===== src/rtl/twr_rd_seq.sv =====
module twr_rd_seq #(
  parameter int DIV  = 4,
  parameter int LENW = 8
) (
  input  logic            clk,
  input  logic            rst_n,
  input  logic            cmd_valid,
  input  logic            cmd_mode,
  input  logic [2:0]      cmd_strap,
  input  logic [7:0]      cmd_word,
  input  logic [LENW-1:0] cmd_len,
  output logic            busy,
  output logic            scl_pull,
  output logic            sda_pull,
  input  logic            sda_in,
  output logic            rd_valid,
  output logic [7:0]      rd_byte,
  output logic            done,
  output logic            fail,
  output logic [1:0]      fail_phase
);
  localparam int CW = $clog2(DIV);
  localparam logic [CW-1:0] HALF_END = CW'(DIV - 1);
  localparam logic [CW-1:0] HALF_MID = CW'(DIV / 2);

  localparam logic [1:0] ST_IDLE  = 2'd0;
  localparam logic [1:0] ST_START = 2'd1;
  localparam logic [1:0] ST_BITS  = 2'd2;
  localparam logic [1:0] ST_STOP  = 2'd3;

  localparam logic [1:0] PH_DEVW = 2'd0;
  localparam logic [1:0] PH_WORD = 2'd1;
  localparam logic [1:0] PH_DEVR = 2'd2;
  localparam logic [1:0] PH_DATA = 2'd3;

  logic [1:0]      st, ph;
  logic [CW-1:0]   cnt;
  logic            half;
  logic [3:0]      bitn;
  logic [7:0]      tx, rx, word;
  logic [LENW-1:0] left;
  logic [2:0]      strap;
  logic            sda_low, ack_bad;
  logic            at_mid, at_end, slot_end, talk, in_ack, last_byte;

  assign busy      = st != ST_IDLE;
  assign scl_pull  = busy && !half;
  assign sda_pull  = sda_low;
  assign at_mid    = cnt == HALF_MID;
  assign at_end    = cnt == HALF_END;
  assign slot_end  = half && at_end;
  assign talk      = ph != PH_DATA;
  assign in_ack    = bitn == 4'd8;
  assign last_byte = left == LENW'(1);

  always_ff @(posedge clk) begin
    if (!rst_n) begin
      st         <= ST_IDLE;
      ph         <= PH_DEVW;
      cnt        <= '0;
      half       <= 1'b0;
      bitn       <= 4'd0;
      tx         <= 8'd0;
      rx         <= 8'd0;
      word       <= 8'd0;
      left       <= '0;
      strap      <= 3'd0;
      sda_low    <= 1'b0;
      ack_bad    <= 1'b0;
      rd_valid   <= 1'b0;
      rd_byte    <= 8'd0;
      done       <= 1'b0;
      fail       <= 1'b0;
      fail_phase <= 2'd0;
    end else begin
      rd_valid <= 1'b0;
      done     <= 1'b0;
      if (st == ST_IDLE) begin
        cnt     <= '0;
        half    <= 1'b0;
        sda_low <= 1'b0;
        if (cmd_valid) begin
          st         <= ST_START;
          ph         <= cmd_mode ? PH_DEVR : PH_DEVW;
          strap      <= cmd_strap;
          word       <= cmd_word;
          left       <= (cmd_len == '0) ? LENW'(1) : cmd_len;
          ack_bad    <= 1'b0;
          fail       <= 1'b0;
          fail_phase <= 2'd0;
        end
      end else begin
        if (at_end) begin
          cnt  <= '0;
          half <= ~half;
        end else begin
          cnt <= cnt + 1'b1;
        end
        case (st)
          ST_START: begin
            if (at_mid) sda_low <= half;
            if (slot_end) begin
              st   <= ST_BITS;
              bitn <= 4'd0;
              tx   <= {4'b1010, strap, ph == PH_DEVR};
            end
          end
          ST_BITS: begin
            if (at_mid && !half) begin
              if (!in_ack) sda_low <= talk && !tx[7];
              else         sda_low <= !talk && !last_byte;
            end
            if (at_mid && half) begin
              if (!in_ack) rx <= {rx[6:0], sda_in};
              else if (talk) ack_bad <= sda_in;
              else begin
                rd_valid <= 1'b1;
                rd_byte  <= rx;
              end
            end
            if (slot_end) begin
              if (!in_ack) begin
                bitn <= bitn + 4'd1;
                tx   <= {tx[6:0], 1'b0};
              end else begin
                bitn <= 4'd0;
                if (talk && ack_bad) begin
                  st <= ST_STOP;
                end else begin
                  case (ph)
                    PH_DEVW: begin
                      ph <= PH_WORD;
                      tx <= word;
                    end
                    PH_WORD: begin
                      ph <= PH_DEVR;
                      st <= ST_START;
                    end
                    PH_DEVR: ph <= PH_DATA;
                    default: begin
                      if (last_byte) st <= ST_STOP;
                      else left <= left - 1'b1;
                    end
                  endcase
                end
              end
            end
          end
          default: begin
            if (at_mid) sda_low <= !half;
            if (slot_end) begin
              st         <= ST_IDLE;
              done       <= 1'b1;
              fail       <= ack_bad;
              fail_phase <= ack_bad ? ph : 2'd0;
            end
          end
        endcase
      end
    end
  end


  idle_sda_free_chk: assert property (@(posedge clk) disable iff (!rst_n)
    !busy |-> !sda_pull);


  sda_steady_chk: assert property (@(posedge clk) disable iff (!rst_n)
    (st == ST_BITS && half && cnt != '0) |-> $stable(sda_pull));


  count_live_chk: assert property (@(posedge clk) disable iff (!rst_n)
    busy |-> left != '0);


  data_in_bits_chk: assert property (@(posedge clk) disable iff (!rst_n)
    rd_valid |-> (st == ST_BITS && ph == PH_DATA));


  done_idle_chk: assert property (@(posedge clk) disable iff (!rst_n)
    done |-> !busy);


  fail_on_done_chk: assert property (@(posedge clk) disable iff (!rst_n)
    $rose(fail) |-> done && fail_phase != PH_DATA);


  start_on_cmd_chk: assert property (@(posedge clk) disable iff (!rst_n)
    $rose(busy) |-> $past(cmd_valid));
endmodule


===== config.mk =====
export PLATFORM = sky130hd
export DESIGN_NAME = twr_rd_seq
export DESIGN_NICKNAME = d
export VERILOG_FILES = /design/src/rtl/twr_rd_seq.sv
export SDC_FILE = /design/constraint.sdc
export NUM_CORES = 1
export LEC_CHECK = 0
export BUFFER_PORTS_ARGS = -buffer_cell sky130_fd_sc_hd__buf_2
export CAP_MARGIN = 20
export CORE_AREA = 2 2 80 82
export DETAILED_ROUTE_END_ITERATION = 7
export DIE_AREA = 0 0 82 84
export MAX_ROUTING_LAYER = met4
export PLACE_DENSITY_LB_ADDON = 0.1
export SETUP_SLACK_MARGIN = 0.4
export SLEW_MARGIN = 20
export SYNTH_ARGS = -nofsm -noshare
export SYNTH_HDL_FRONTEND = slang
export SYNTH_SLANG_ARGS = --single-unit

===== constraint.sdc =====
create_clock -name clk -period 2.55 [get_ports clk]
set_clock_uncertainty 0.2 [all_clocks]
set_input_delay 0.255 -clock clk [delete_from_list [all_inputs] [get_ports clk]]
set_output_delay 0.255 -clock clk [all_outputs]
set_load 0.005 [all_outputs]

==> reports/results.ini, run 1 <==
[status]
status = finished, final reports clean

[logic_synthesis]
syn_inst = 352
yosysTopAreaCellShare_pct = 41.3
synthTopCellsByArea = dfxtp_1 41%, mux2i_1 8.1%, ha_1 6.4%, nand2_1 6.4%, nor2_1 5.7%
ys_seq_area_share_pct = 41.3
synth-warning-count = 0
ys_types = 48
synth_fp_nets = 391
synth_most_common_cell = dfxtp_1
synth_top_flop_cell = dfxtp_1
synthArstFlopShare_pct = 0
ys_top_cells_by_count = 61 x dfxtp_1, 50 x nand2_1, 45 x nor2_1
syn_area_um2 = 2960
avgSynthCellArea_um2 = 8.40
synth_seq_cells = 61
synth.largest_area_cell = dfxtp_1
synth-edff-count = 0

[power_and_ir_drop]
ir_drop_mv = 0.355
p_per_area_nw_per_um2 = 572
p_leak_nw = 1.60

[cts]
htree_levels = 3
cts.sinks = 61
cts_root_buf = clkbuf_8
cts_tree = yes
cts.clk_slew.worst_paths_ns = 0.07
clk_latency_ns = 0.34
clockBufferDepth = 2
cts_inserted_buffers = 9

[placed_design]
hpwl_mm = 4.42
placed_area_um2 = 3250
gp_congestion = 0.837
io_buffers = 39

[timing]
slew_viol_final = 0
finalSetupTns_ns = 0
slew-limit-headroom_pct = 69.8
final.min_clock_period_ns = 2.07
setup_viol = 0
fin_crit_sh_pct = 81.1
worstMarginPinSlew_ns = 0.452
hold_viol = 0
fmax_mhz = 484
rsz0062_at_grt = true

[die]
initial_core_util_pct = 48.5
die_h_um = 84
rows = 29
die-area_um2 = 6890
die_w_um = 82
num_io_pins = 40
core_area_um2 = 6100

[drt]
drc = 0
highest_layer = met4
wirelength_mm = 6.60
drt-initial-drc-count = 103
wirelength_met1_mm = 3.40
antenna_left = 0
num_vias = 2568
wl_met2_mm = 2.83
via_per_inst = 5.21
drt_pass1_iterations = 5
wl_per_cell_um = 13.4
wl_met3_um = 223

[worst_setup_path]
worstPathArrival_ns = 2.12
worstSetupPathType = reg2reg
cp_data_required_time_ns = 2.60
start_kind = register
crit_path_end_kind = register
cp_max_fo = 6

[cells_and_area]
diodes = 0
drive_gt1_share_pct = 23.3
fin_nets = 450
syn_to_final_growth_pct = 23.8
fin_area_um2 = 3660

[global_route]
antenna_found_initial = 0
grt_pass1_vias = 2409
globalRoute.totalOverflow = 0
grt_pass1_wl_mm = 11.1
track_usage_pct = 21.3
grt_max_degree = 31

[hold_path]
hp-class = in2reg

[flow_run]
maxCapViolations = 0

[flip-flops by register name, summed over array words and instances, names as in the netlist]
signal      count
half            1
rx              8
rd_byte         8
rd_valid        1
left            8
done            1
bitn            4
strap           3
ack_bad         1
cnt             2
tx              8
fail_phase      2
word            8
ph              2
fail            1
st              2
sda_pull        1
[routing by layer]
layer  track usage [%]  vias to the layer above
met1              29.3                     1178
met2              29.8                       47
met3              4.22                       12
met4              10.0                        0
met5                 -                        -
li1                  -                     1331
[through the flow]
stage                     power, mW  util (%)  setup WS (ns)  hold slack, ns  cells
after CTS                      2.10      58.7          0.388          0.0454    486
final                          2.09      60.0          0.483          0.0686    493
after detailed placement       1.24      53.2          0.281           0.248    457
after global placement         1.24      53.2          0.345           0.241    457
after floorplan                1.17         -          0.524           0.191    352
after global routing           2.19      60.0          0.394          0.0830    493
[worst paths after layout]
| path | start | to | slack (ns) | depth (start not counted) |
|---|---|---|---|---|
| hold / removal | rst_n | left[6] | 0.07 | 3 |
| hold reg to reg | strap[0] | strap[0] | 0.26 | 2 |
| setup / recovery | st[1] | left[3] | 0.48 | 8 |
| setup reg to reg | st[1] | left[3] | 0.48 | 8 |
[report_power, final]
group | internal [mW] | switching [mW]
Clock | 0.456 | 0.384
Combinational | 0.110 | 0.139
Sequential | 0.980 | 0.0253
Total | 1.55 | 0.547
[cell families after synthesis]
family | Yosys count | share of synthesized area (%)
buffers and inverters | 36 | 4.91
AOI/OAI and AO/OA | 74 | 16.5
DFF | 61 | 41.3
muxes | 24 | 8.13
and+or+nand+nor | 141 | 22.5
xor gates and xnor gates | 1 | 0.296
adders and majority gates | 15 | 6.35
[placed cells by master (no fill, tap or decap), drive strengths merged, types with 3 or more instances in the layout]
master,count
dfxtp,61
buf,57
nand2,50
nor2,45
a21oi,27
mux2i,24
o21ai,16
inv,15
ha,15
nand3,14
clkbuf,13
dlygate4sd3,12
a31oi,8
nand2b,7
nor3,6
o211ai,5
or3,3
o31ai,3
nand4,3
[timing repair]
action,4_1_cts,5_1_grt
gates resized for setup,4,15
endpoints found under the setup margin,18,22
cloned,0,0
endpoints found under the hold margin,12,0
hold buffers,12,0
setup buffers,1,7
pin swaps,1,5
[cell type report]
cell class                 count  area (µm²)
fill                         537        2440
multi-input combinational    255        1620
sequential                    61        1230
timing repair buffer          69         463
clock buffer                  13         179
tap                           77        96.3
inverter                      15        56.3
clock inverter                 3        17.5
[worst max-delay path: stages, from the launching register on]
cell and delay [ns]:
dfxtp_2 0.34, inv_1 0.08, ha_4 0.18, and3b_2 0.29
and4_4 0.26, a31oi_4 0.10, buf_4 0.17, buf_4 0.13
o31ai_1 0.23
(Power assumes the default switching activity.)
==> run 2, diff against run 1 <==
Clock period 2.55 ns to 2.1 ns, I/O delays scaled along.
==> reports/results.ini, run 2 (synthesized netlist as in run 1, its figures left out) <==
[cts]
cts_inserted_buffers = 9  ; unchanged
htree_levels = 3  ; unchanged
cts.sinks = 61  ; unchanged
cts_tree = yes
cts.clk_slew.worst_paths_ns = 0.07  ; about the same
clockBufferDepth = 2  ; unchanged
clk_latency_ns = 0.35  ; about the same
cts_root_buf = clkbuf_8

[die]
num_io_pins = 40  ; unchanged
die_h_um = 84  ; unchanged
initial_core_util_pct = 48.5  ; unchanged
rows = 29  ; unchanged
core_area_um2 = 6100  ; unchanged
die-area_um2 = 6890  ; unchanged
die_w_um = 82  ; unchanged

[placed_design]
place_ws_ns = 0.0700  ; -0.211 ns
io_buffers = 39  ; unchanged
gp_congestion = 0.839  ; +0.29%
hpwl_mm = 4.72  ; +6.7%

[cells_and_area]
mostFrequentLayoutCell = dfxtp_1
fillers = 526  ; -2.0%
syn_to_final_growth_pct = 36.9
drive_gt1_share_pct = 32.0  ; +8.7 points
diodes = 0  ; unchanged
fin_nets = 469  ; +4.2%
final_cell_mix = 52 x dfxtp_1, 49 x nand2_1, 45 x nor2_1, 39 x buf_2, 24 x a21oi_1

[worst_setup_path]
worstPathCellList = inv_2, ha_4, and3b_2, buf_4, o21ai_4, a31oi_4, buf_6, mux2i_1, nor2_1
path_buf_inv = 3  ; unchanged
cp_top_family = buffers and inverters
cp_data_required_time_ns = 2.12  ; -0.48 ns
worstSetupPathType = reg2reg
start_kind = register
worstPathArrival_ns = 1.96  ; -0.16 ns
cp_max_fo = 7  ; +1
crit_path_end_kind = register
slowest_delay_ns = 0.34  ; about the same
cp_slowest_cell = dfxtp_2

[global_route]
use_met2_pct = 35.3  ; +5.5 points
grt_pass1_vias = 2449  ; +1.7%
grt_max_degree = 29  ; -6.5%
busiest_layer = met2
track_usage_pct = 22.4  ; +1.1 points
grt_use_met1_pct = 27.4  ; -1.9 points
globalRoute.totalOverflow = 0  ; unchanged
use_met3_pct = 5.19  ; +0.97 points
grt_pass1_wl_mm = 11.5  ; +4.1%
antenna_found_initial = 0  ; unchanged

[timing]
finalSetupTns_ns = 0  ; unchanged
hold_viol = 0  ; unchanged
slew-limit-headroom_pct = 67.3  ; -2.6 points
fin_ws_ns = 0.161  ; -0.322 ns
worstMarginPinSlew_ns = 0.490  ; +0.0376 ns
rsz0062_at_grt = true
final.min_clock_period_ns = 1.94  ; -0.128 ns
setup_viol = 0  ; unchanged
fmax_mhz = 516  ; +6.6%
slew_viol_final = 0  ; unchanged
fin_crit_sh_pct = 92.3  ; +11 points

[drt]
via_per_inst = 5.41  ; +3.8%
wirelength_mm = 7.58  ; +15%
drt_pass1_iterations = 4  ; -1
drc = 0  ; unchanged
antenna_left = 0  ; unchanged
num_vias = 2763  ; +7.6%
wl_per_cell_um = 14.8  ; +11%
drt-initial-drc-count = 110  ; +6.8%

[status]
status = finished, final reports clean

[flow_run]
maxCapViolations = 0  ; unchanged

[power_and_ir_drop]
power_frac_clock_pct = 40.4  ; +0.3 points
p_switching_mw = 0.683  ; +25%
seqPwrFrac_pct = 46.3  ; -1.7 points
p_int_mw = 1.96  ; +27%
p_leak_nw = 1.71  ; +7.4%
ir_drop_mv = 0.424  ; +20%
combPwrFrac_pct = 13.3  ; +1.4 points
p_per_area_nw_per_um2 = 652  ; +14%
sw_frac_of_total_pct = 25.9  ; -0.28 points

[hold_path]
hp-class = in2reg

==> run 2: worst paths after layout <==
path / slack [ns] / end / cells after the start / start
worst max-delay path: 0.16 / tx[3] / 9 / st[0]
worst min-delay path: 0.008 / left[4] / 3 / cmd_len[4]
worst min register to register: 0.22 / cnt[0] / 1 / cnt[0]
worst max register to register: 0.16 / tx[3] / 9 / st[0]
==> run 2: layout make-up <==
type,instances,area (µm²),area share (%)
flip-flops and latches,61,1230,30.5
inverters,15,58.8,1.45
clock buffers,12,155,3.84
clock inverters,3,45.0,1.11
multi-input cells,256,1800,44.4
repair buffers,87,657,16.2
well taps,77,96.3,2.38
==> run 2: worst reg2reg max path, cell delays in order (launching register included) <==
cell	delay (ns)
dfxtp_2	0.34
inv_2	0.06
ha_4	0.18
and3b_2	0.27
buf_4	0.13
o21ai_4	0.06
a31oi_4	0.17
buf_6	0.16
mux2i_1	0.19
nor2_1	0.05
==> run 2: power groups by stage <==
stage	clock network [mW]	registers [mW]	logic, mW
2_1_floorplan	0	1.24	0.196
3_3_place_gp	0	1.24	0.273
3_5_place_dp	0	1.25	0.275
4_1_cts	1.07	1.22	0.313
5_1_grt	1.13	1.22	0.385
6_report	1.07	1.22	0.352
==> run 2: through the flow <==
stage / util (%) / instance area, µm² / cells / hold slack, ns / total power [mW]
after floorplan: - / 3060 / 352 / 0.146 / 1.43
after global placement: 54.8 / 3340 / 461 / 0.241 / 1.52
after detailed placement: 54.8 / 3340 / 461 / 0.249 / 1.52
after CTS: 62.4 / 3800 / 497 / 0.0131 / 2.61
after global routing: 66.4 / 4050 / 511 / 0.0234 / 2.74
final: 66.4 / 4050 / 511 / 0.00802 / 2.64
==> run 2: layer usage <==
metal | share of wire (%) | vias up
met4 | 1.5 | 0
met5 | 0 | -
li1 | - | 1378
met3 | 3.2 | 9
met1 | 45 | 1328
met2 | 50 | 48
==> run 2: what timing repair did <==
action / CTS / global route
resized for setup: 16 / 33
pin swaps: 9 / 19
endpoints found under the hold margin: 12 / 0
buffers inserted: 7 / 12
endpoints found under the setup margin: 43 / 55
gates cloned: 2 / 2
hold buffers: 12 / 0
==> run 3, diff against run 2 <==
Settings changed: RECOVER_POWER from default to 50.
==> reports/results.ini, run 3 (synthesized netlist as in run 1, its figures left out) <==
[cts]
cts_tree = yes
cts.sinks = 61  ; unchanged
cts_root_buf = clkbuf_8
cts.clk_slew.worst_paths_ns = 0.07  ; about the same
htree_levels = 3  ; unchanged
cts_inserted_buffers = 9  ; unchanged
clk_latency_ns = 0.35  ; about the same
clockBufferDepth = 2  ; unchanged

[power_and_ir_drop]
p_total_mw = 2.63  ; -0.28%
sw_frac_of_total_pct = 25.8  ; -0.098 points
power_frac_clock_pct = 40.4  ; about the same
ir_drop_mv = 0.424  ; about the same
p_leak_nw = 1.69  ; -1.4%
seqPwrFrac_pct = 46.4  ; about the same
p_switching_mw = 0.678  ; -0.66%
p_int_mw = 1.95  ; -0.15%
combPwrFrac_pct = 13.2  ; about the same
p_per_area_nw_per_um2 = 655  ; +0.43%

[die]
num_io_pins = 40  ; unchanged
die_w_um = 82  ; unchanged
core_area_um2 = 6100  ; unchanged
rows = 29  ; unchanged
die-area_um2 = 6890  ; unchanged
initial_core_util_pct = 48.5  ; unchanged
die_h_um = 84  ; unchanged

[timing]
worstMarginPinSlew_ns = 0.499  ; +0.00924 ns
fin_crit_sh_pct = 94.4  ; +2.0 points
setup_viol = 0  ; unchanged
fmax_mhz = 505  ; -2.2%
hold_viol = 0  ; unchanged
rsz0062_at_grt = true
final.min_clock_period_ns = 1.98  ; +0.0430 ns
slew-limit-headroom_pct = 66.7  ; -0.62 points
slew_viol_final = 0  ; unchanged
finalSetupTns_ns = 0  ; unchanged

[drt]
antenna_left = 0  ; unchanged
wl_per_cell_um = 14.8  ; -0.18%
drt-initial-drc-count = 124  ; +13%
via_per_inst = 5.40  ; -0.11%
wirelength_mm = 7.57  ; -0.18%
drt_pass1_iterations = 4  ; unchanged
drc = 0  ; unchanged
num_vias = 2760  ; -0.11%

[global_route]
antenna_found_initial = 0  ; unchanged
track_usage_pct = 22.4  ; unchanged
grt_pass1_vias = 2449  ; unchanged
globalRoute.totalOverflow = 0  ; unchanged
grt_max_degree = 29  ; unchanged
grt_pass1_wl_mm = 11.5  ; unchanged

[placed_design]
hpwl_mm = 4.72  ; unchanged
gp_congestion = 0.839  ; unchanged
placed_area_um2 = 3340  ; unchanged
io_buffers = 39  ; unchanged

[worst_setup_path]
cp_max_fo = 7  ; unchanged
start_kind = register
cp_data_required_time_ns = 2.12  ; about the same
ff2ff_setup_slack_ns = 0.12  ; -0.04 ns
worstSetupPathType = reg2reg
crit_path_end_kind = register
worstPathArrival_ns = 2.00  ; +0.04 ns

[cells_and_area]
diodes = 0  ; unchanged
mostFrequentLayoutCell = dfxtp_1
syn_to_final_growth_pct = 35.9
drive_gt1_share_pct = 30.2  ; -1.8 points
final_cell_mix = 53 x dfxtp_1, 50 x nand2_1, 45 x nor2_1, 34 x buf_2, 24 x a21oi_1
fin_area_um2 = 4020  ; -0.71%
fin_nets = 469  ; unchanged

[status]
status = finished, final reports clean

[flow_run]
maxCapViolations = 0  ; unchanged

[hold_path]
hp-class = in2reg

-- run 3: power by group through the flow --
stage / clock (mW) / combinational [mW] / sequential [mW]
floorplan: 0 / 0.196 / 1.24
global placement: 0 / 0.273 / 1.24
detailed placement: 0 / 0.275 / 1.25
CTS: 1.07 / 0.313 / 1.22
global route: 1.13 / 0.381 / 1.22
finish: 1.06 / 0.348 / 1.22
-- run 3: metal layers --
layer / vias up / wire (µm) / global-route usage [%]
met4: 0 / 156 / 9.09
met5: - / 0 / -
met3: 18 / 261 / 5.19
met1: 1308 / 3390 / 27.4
li1: 1380 / - / -
met2: 54 / 3760 / 35.3
-- run 3: stage by stage --
stage / hold slack, ns / std cells / setup slack, ns / util, %
2_1_floorplan: 0.146 / 352 / 0.238 / -
3_3_place_gp: 0.241 / 461 / 0.106 / 54.8
4_1_cts: 0.0131 / 497 / 0.200 / 62.4
5_1_grt: 0.0234 / 511 / 0.0374 / 65.9
6_report: 0.00919 / 511 / 0.118 / 65.9
3_5_place_dp: 0.249 / 461 / 0.0700 / 54.8
-- run 3: final cells by class --
class / count / area, µm²
fill: 533 / 2080
multi-input combinational: 256 / 1780
sequential: 61 / 1230
inverter: 15 / 58.8
timing repair buffer: 87 / 644
clock inverter: 3 / 45.0
tap: 77 / 96.3
clock buffer: 12 / 155
-- run 3: worst paths after layout --
kind                            startpoint      end  depth (start not counted)
worst max-delay path                 st[0]    tx[3]                          9
worst min-delay path            cmd_len[4]  left[4]                          3
worst max register to register       st[0]    tx[3]                          9
worst min register to register      cnt[0]   cnt[0]                          1
-- run 3: critical path, cell delays in order (launching register included) --
cell	delay (ns)
dfxtp_1	0.36
inv_2	0.08
ha_4	0.19
and3b_2	0.27
buf_4	0.13
o21ai_4	0.06
a31oi_4	0.17
buf_6	0.16
mux2i_1	0.19
nor2_1	0.05
-- run 3: timing repair --
| item | 4_1_cts | 5_1_grt |
|---|---|---|
| hold endpoints to repair | 12 | 0 |
| endpoints found under the setup margin | 43 | 55 |
| setup buffers | 7 | 12 |
| hold buffers | 12 | 0 |
| pin swaps | 9 | 19 |
| cloned | 2 | 2 |
| gates resized for setup | 16 | 33 |
